## config.mk

```make
export PLATFORM = sky130hd
export DESIGN_NAME = fpcmp_cc
export DESIGN_NICKNAME = d
export VERILOG_FILES = /design/src/rtl/fpcmp_pkg.sv /design/src/rtl/fpcmp_clean.sv /design/src/rtl/fpcmp_order.sv /design/src/rtl/fpcmp_ccgen.sv /design/src/rtl/fpcmp_cc.sv
export SDC_FILE = /design/constraint.sdc
export NUM_CORES = 1
export LEC_CHECK = 0
export BUFFER_PORTS_ARGS = -buffer_cell sky130_fd_sc_hd__buf_2
export CORE_AREA = 5 5 88 90
export DETAILED_ROUTE_END_ITERATION = 12
export DIE_AREA = 0 0 93 95
export PLACE_DENSITY_LB_ADDON = 0.3
export SLEW_MARGIN = 5
export SYNTH_ARGS = -nofsm -noshare
export SYNTH_HDL_FRONTEND = slang
export SYNTH_SLANG_ARGS = --single-unit
export TNS_END_PERCENT = 30
```

## constraint.sdc

```tcl
create_clock -name clk -period 5.36 [get_ports clk]
set_input_delay 1.608 -clock clk [delete_from_list [all_inputs] [get_ports clk]]
set_output_delay 1.608 -clock clk [all_outputs]
set_load 0.03 [all_outputs]
```

## src/rtl/fpcmp_pkg.sv

```systemverilog
package fpcmp_pkg;

    localparam int WORD_W  = 32;
    localparam int SIGN_IX = WORD_W - 1;
    localparam int EXP_MSB = 30;
    localparam int EXP_LSB = 23;
    localparam int MAG_W   = 2 * WORD_W - 1;

    typedef struct packed {
        logic [WORD_W-1:0] hi;
        logic [WORD_W-1:0] lo;
    } fp_opnd_t;

    typedef struct packed {
        logic n;
        logic z;
        logic v;
        logic c;
    } fp_cc_t;

    function automatic logic exp_is_zero(input logic [WORD_W-1:0] hi);
        return hi[EXP_MSB:EXP_LSB] == '0;
    endfunction

    function automatic logic [MAG_W-1:0] magnitude(input fp_opnd_t op);
        return {op.hi[SIGN_IX-1:0], op.lo};
    endfunction

endpackage

```

## src/rtl/fpcmp_clean.sv

```systemverilog
module fpcmp_clean
    import fpcmp_pkg::*;
(
    input  logic     dbl,
    input  fp_opnd_t raw,
    output fp_opnd_t clean
);
    always_comb begin
        clean = raw;
        if (!dbl)
            clean.lo = '0;
        if (exp_is_zero(raw.hi))
            clean = '0;
    end
endmodule

```

## src/rtl/fpcmp_order.sv

```systemverilog
module fpcmp_order
    import fpcmp_pkg::*;
(
    input  fp_opnd_t src,
    input  fp_opnd_t acc,
    output logic     same,
    output logic     both_zero,
    output logic     sign_match,
    output logic     acc_hi_nz,
    output logic     src_mag_lt
);
    logic [MAG_W-1:0] src_mag;
    logic [MAG_W-1:0] acc_mag;

    always_comb begin
        src_mag    = magnitude(src);
        acc_mag    = magnitude(acc);
        same       = (src.hi == acc.hi) && (src.lo == acc.lo);
        both_zero  = same && (src == '0);
        sign_match = src.hi[SIGN_IX] == acc.hi[SIGN_IX];
        acc_hi_nz  = acc.hi != '0;
        src_mag_lt = src_mag < acc_mag;
    end
endmodule

```

## src/rtl/fpcmp_ccgen.sv

```systemverilog
module fpcmp_ccgen
    import fpcmp_pkg::*;
(
    input  logic   same,
    input  logic   both_zero,
    input  logic   src_sign,
    input  logic   sign_match,
    input  logic   acc_hi_nz,
    input  logic   src_mag_lt,
    output fp_cc_t cc,
    output logic   wb
);
    logic flip;

    always_comb begin
        flip = sign_match && acc_hi_nz && src_mag_lt;
        cc   = '0;
        wb   = 1'b0;
        if (same) begin
            cc.z = 1'b1;
            wb   = both_zero;
        end else begin
            cc.n = src_sign ^ flip;
        end
    end
endmodule

```

## src/rtl/fpcmp_cc.sv

```systemverilog
module fpcmp_cc
    import fpcmp_pkg::*;
(
    input  logic              clk,
    input  logic              rst,
    input  logic              start,
    input  logic              dbl,
    input  logic [WORD_W-1:0] src_hi,
    input  logic [WORD_W-1:0] src_lo,
    input  logic [WORD_W-1:0] acc_hi,
    input  logic [WORD_W-1:0] acc_lo,
    output logic              done,
    output logic              cc_n,
    output logic              cc_z,
    output logic              cc_v,
    output logic              cc_c,
    output logic              zero_wb
);
    fp_opnd_t src_raw, acc_raw, src_c, acc_c;
    fp_cc_t   cc_next, cc_q;
    logic     same, both_zero, sign_match, acc_hi_nz, src_mag_lt, wb_next;

    assign src_raw = '{hi: src_hi, lo: src_lo};
    assign acc_raw = '{hi: acc_hi, lo: acc_lo};

    fpcmp_clean u_clean_src (.dbl(dbl), .raw(src_raw), .clean(src_c));
    fpcmp_clean u_clean_acc (.dbl(dbl), .raw(acc_raw), .clean(acc_c));

    fpcmp_order u_order (
        .src(src_c), .acc(acc_c), .same(same), .both_zero(both_zero),
        .sign_match(sign_match), .acc_hi_nz(acc_hi_nz), .src_mag_lt(src_mag_lt)
    );

    fpcmp_ccgen u_ccgen (
        .same(same), .both_zero(both_zero), .src_sign(src_c.hi[SIGN_IX]),
        .sign_match(sign_match), .acc_hi_nz(acc_hi_nz), .src_mag_lt(src_mag_lt),
        .cc(cc_next), .wb(wb_next)
    );

    always_ff @(posedge clk) begin
        if (rst) begin
            done    <= 1'b0;
            zero_wb <= 1'b0;
            cc_q    <= '0;
        end else begin
            done    <= start;
            zero_wb <= start && wb_next;
            if (start)
                cc_q <= cc_next;
        end
    end

    assign cc_n = cc_q.n;
    assign cc_z = cc_q.z;
    assign cc_v = cc_q.v;
    assign cc_c = cc_q.c;

    AST_DONE_AFTER_START: assert property (@(posedge clk) disable iff (rst) start |=> done);
    AST_DONE_HAS_CAUSE: assert property (@(posedge clk) disable iff (rst) done |-> $past(start));
    AST_FLAGS_HELD: assert property (@(posedge clk) disable iff (rst) !start |=> $stable({cc_n, cc_z, cc_v, cc_c}));
    AST_Z_ALONE: assert property (@(posedge clk) disable iff (rst) cc_z |-> !cc_n && !cc_v && !cc_c);
    AST_WB_NEEDS_Z: assert property (@(posedge clk) disable iff (rst) zero_wb |-> done && cc_z);
    AST_N_FROM_SIGN: assert property (@(posedge clk) disable iff (rst)
        start && !same && !sign_match |=> cc_n == $past(src_c.hi[SIGN_IX]));

endmodule

```

==> run summary <==
Final hold vios = 0
Via count normalized by instance count = 5.050
Placement Cell Area = 3039 um^2
Via total after detailed routing = 2702
Simple logic cell fraction of the synthesized area = 38.50%
Clock buffers created by TritonCTS = 3
Tightest Hold Check Type = flop to flop
Iteration count of the initial detailed-routing pass = 4
Per-instance average area after synthesis = 6.943 um^2
Largest fanout of any net on the critical path = 57
CTS root buf = sky130_fd_sc_hd__clkbuf_8
Core Box Area = 6982 um^2
Upper clock frequency limit = 0.2039 GHz
Initial core utilization = 33.51%
Number of setup buffers added after CTS = 0
# Max-Cap Violations = 0
Number of top-level pins = 138
Switching part of the total power = 38.31%
Die Ht = 95 um
Unrepaired setup endpoints after global routing = no
Number of unique standard cell types used by synthesis = 43
I/O Buffers = 135
Run status = completed
Post-layout min period = 4.905 ns
Xor-xnor portion of the synthesized cell area = 1.070%
Synth area leaders = sky130_fd_sc_hd__ha_1, sky130_fd_sc_hd__nand2_1, sky130_fd_sc_hd__and3_1, sky130_fd_sc_hd__and2_1, sky130_fd_sc_hd__nand4_1
DR DRC count = 0
Commonest non-fill, non-tap cells in the layout = sky130_fd_sc_hd__buf_2, sky130_fd_sc_hd__nand2_1, sky130_fd_sc_hd__ha_1
Transition time at the pin with the least slew margin = 0.8576 ns
Largest buffer count on any clock path = 2
Global route overflow = 0
Sequential fraction of design power = 10.7%
Worst setup path category = input pin to flop
Proportion of layout cells with a drive suffix above 1 = 34.22%
Gate count of the mapped netlist = 337
Max-slew violation count = 0
Starting DRT DRC Count = 24
Reg-to-reg endpoint = cc_z
Final net count = 650
Fraction of power consumed by the clock network = 21.4%
Peak VDD IR = 50.27 uV
Largest net degree at the start of global routing = 58
Number of hold buffers added after CTS = 0
Routed wire length = 7.065 mm
Worst Setup End Kind = flop
Endpoint arrival time on the critical path = 5.04 ns
Initial antenna violation count = 0
Worst slew margin relative to its limit = 42.83%
Hold path cells = 2
Weighted congestion reported at the end of routability-driven placement = 0.8264
Critical Path Start Type = input pin
Timing endpoint of the critical path = cc_n
Dominant combinational cell family by area after synthesis = simple AND/OR/NAND/NOR gates
Library cell occupying the most area in the post-synthesis netlist = sky130_fd_sc_hd__ha_1
Fraction of the yosys area taken by sequential cells = 3.422%
Overall Global Routing Usage = 15.66%
Cell-internal power = 0.1821 mW
Total of warnings raised by yosys = 0
Complex-gate fraction of the synthesized area = 16.26%
Required time at the endpoint of the critical path = 5.49 ns
TritonCTS clock tree = yes
First-pass GRT wire length = 11.79 mm
Psw = 0.1131 mW
Sum of net half-perimeters after detailed placement = 6.196 mm
Antenna Diode Count = 0
Fraction of the cycle the final worst path needs = 91.52%
Die footprint = 8835 um^2
Number of nets still failing antenna checks after routing = 0
Count of state elements after synthesis = 4
Worst-Skew Late Latency = 0.22 ns
Power density over the cells = 95.83 nW/um^2
H-tree Lvls = 1
Sink count of the clock tree = 4
Comb pwr share = 67.9%
Register-to-register path setup slack = 4.62 ns
Area added between synthesis and finish = 31.66%
Clock transition at path regs = 0.03 ns
Count of final setup violators = 0
Post_cts resized = 0
Synthesized area = 2340 um^2
Setup_tns = 0 ns
Final std cell area, no fill = 3080 um^2
Critical path startpoint = src_hi[27]
Final setup skew = 0 ns
Static power due to leakage = 1.745 nW
Top cell type's share of synthesized area = 33.69%
Most common library cell in the layout ignoring fill and taps = sky130_fd_sc_hd__buf_2
Startpoint of the lowest-slack register-to-register path = cc_z
Die boundary width = 93 um
Mux share of post-synthesis cell area = 0.4813%
Number of global-route vias before repair = 2829
Drt wl/cell = 13.21 um
Worst-case reg-to-reg path depth = 3
Adder and majority cell fraction of the synthesized area = 33.69%
Cell row count = 31
## layer usage
metal	GRT usage, %	wire length [um]
met1	19.42	3168
met2	29.45	3358
met3	2.629	539
met4	1.099	0
met5	0	0
## how the worst min path moves through the flow
stage	start	endpoint	slack [ns]
4_1_cts	cc_n	cc_n	0.50
3_5_place_dp	cc_n	cc_n	0.49
2_1_floorplan	cc_n	cc_n	0.60
5_1_grt	cc_n	cc_n	0.52
3_3_place_gp	cc_n	cc_n	0.49
6_report	cc_n	cc_n	0.49
## synth_stat cells
master                     number
sky130_fd_sc_hd__o211ai_2       1
sky130_fd_sc_hd__nand2_1       64
sky130_fd_sc_hd__o21ai_0       12
sky130_fd_sc_hd__o21ai_2        1
sky130_fd_sc_hd__ha_1          63
sky130_fd_sc_hd__inv_1         12
sky130_fd_sc_hd__clkbuf_1      24
sky130_fd_sc_hd__a31oi_1        1
sky130_fd_sc_hd__nor4_1         3
sky130_fd_sc_hd__o211ai_1       2
sky130_fd_sc_hd__and3_1        32
sky130_fd_sc_hd__o22ai_1        2
sky130_fd_sc_hd__nor2_1        14
sky130_fd_sc_hd__or4_4          2
sky130_fd_sc_hd__xnor2_1        1
sky130_fd_sc_hd__o31ai_1        3
sky130_fd_sc_hd__a221oi_2       1
sky130_fd_sc_hd__or4_1          2
sky130_fd_sc_hd__and2b_2        2
sky130_fd_sc_hd__o221ai_1       1
sky130_fd_sc_hd__dfxtp_1        4
sky130_fd_sc_hd__and2_1        24
sky130_fd_sc_hd__a21o_1         2
sky130_fd_sc_hd__a21oi_1       15
sky130_fd_sc_hd__a211oi_1       7
sky130_fd_sc_hd__buf_4          2
sky130_fd_sc_hd__o21ai_4        1
sky130_fd_sc_hd__or2_2          2
sky130_fd_sc_hd__xor2_2         1
sky130_fd_sc_hd__and4b_2        1
sky130_fd_sc_hd__nor2b_1        2
sky130_fd_sc_hd__conb_1         1
sky130_fd_sc_hd__nand3_1        2
sky130_fd_sc_hd__and4_1         1
sky130_fd_sc_hd__o21bai_1       1
sky130_fd_sc_hd__a211o_1        1
sky130_fd_sc_hd__a32oi_1        1
sky130_fd_sc_hd__o21a_1         3
sky130_fd_sc_hd__nor3_1         3
sky130_fd_sc_hd__o31ai_2        1
sky130_fd_sc_hd__nand4_1       17
sky130_fd_sc_hd__nor3b_1        1
sky130_fd_sc_hd__mux2_2         1
## through the flow
stage               worst slack, ns  power (mW)  hold WS, ns  std cells  util [%]
floorplan                    0.7551      0.1591       0.5954        338         -
global placement             0.3589      0.2312       0.4912        532     43.53
detailed placement           0.2230      0.2342       0.4921        532     43.53
CTS                          0.4355      0.2989       0.4964        535     44.12
global route                 0.1368      0.3299       0.5170        535     44.12
finish                       0.4545      0.2952       0.4928        535     44.12
## sequential cells by signal, summed over array words and instances, names as in the netlist
register  cells
cc_n          1
cc_z          1
done          1
zero_wb       1
## kinds of logic after synthesis
group | Yosys count
AND/OR/NAND/NOR | 172
other | 1
AO/OA/AOI/OAI | 56
multiplexers | 1
buffers and inverters | 38
flip-flops | 4
XOR/XNOR | 2
adder cells (fa/ha/maj) | 63
## final cells by class
cell class	count	area, um^2
Multi-Input combinational cell	296	2113
Clock buffer	3	41.29
Timing Repair Buffer	138	698.2
Inverter	12	45.04
Sequential cell	4	80.08
Fill cell	745	3901
Tap cell	82	102.6
## critical path: stages
cell	delay [ns]
sky130_fd_sc_hd__buf_2	0.11
sky130_fd_sc_hd__or4_1	0.55
sky130_fd_sc_hd__or2_2	0.63
sky130_fd_sc_hd__and2_1	0.30
sky130_fd_sc_hd__ha_1	0.30
sky130_fd_sc_hd__nand4_1	0.14
sky130_fd_sc_hd__nor4_1	0.57
sky130_fd_sc_hd__nand4_1	0.16
sky130_fd_sc_hd__nor2_1	0.15
sky130_fd_sc_hd__o31ai_1	0.11
sky130_fd_sc_hd__and4b_2	0.24
sky130_fd_sc_hd__o31ai_2	0.15
## power by group through the flow
stage,Sequential (mW),Clock (mW),Combinational [mW]
floorplan,0.0340,0,0.125
global placement,0.0321,0,0.199
detailed placement,0.0321,0,0.202
CTS,0.0317,0.0636,0.204
global route,0.0317,0.0654,0.233
finish,0.0316,0.0631,0.200
Note: power is estimated with default switching activity, not from simulation.
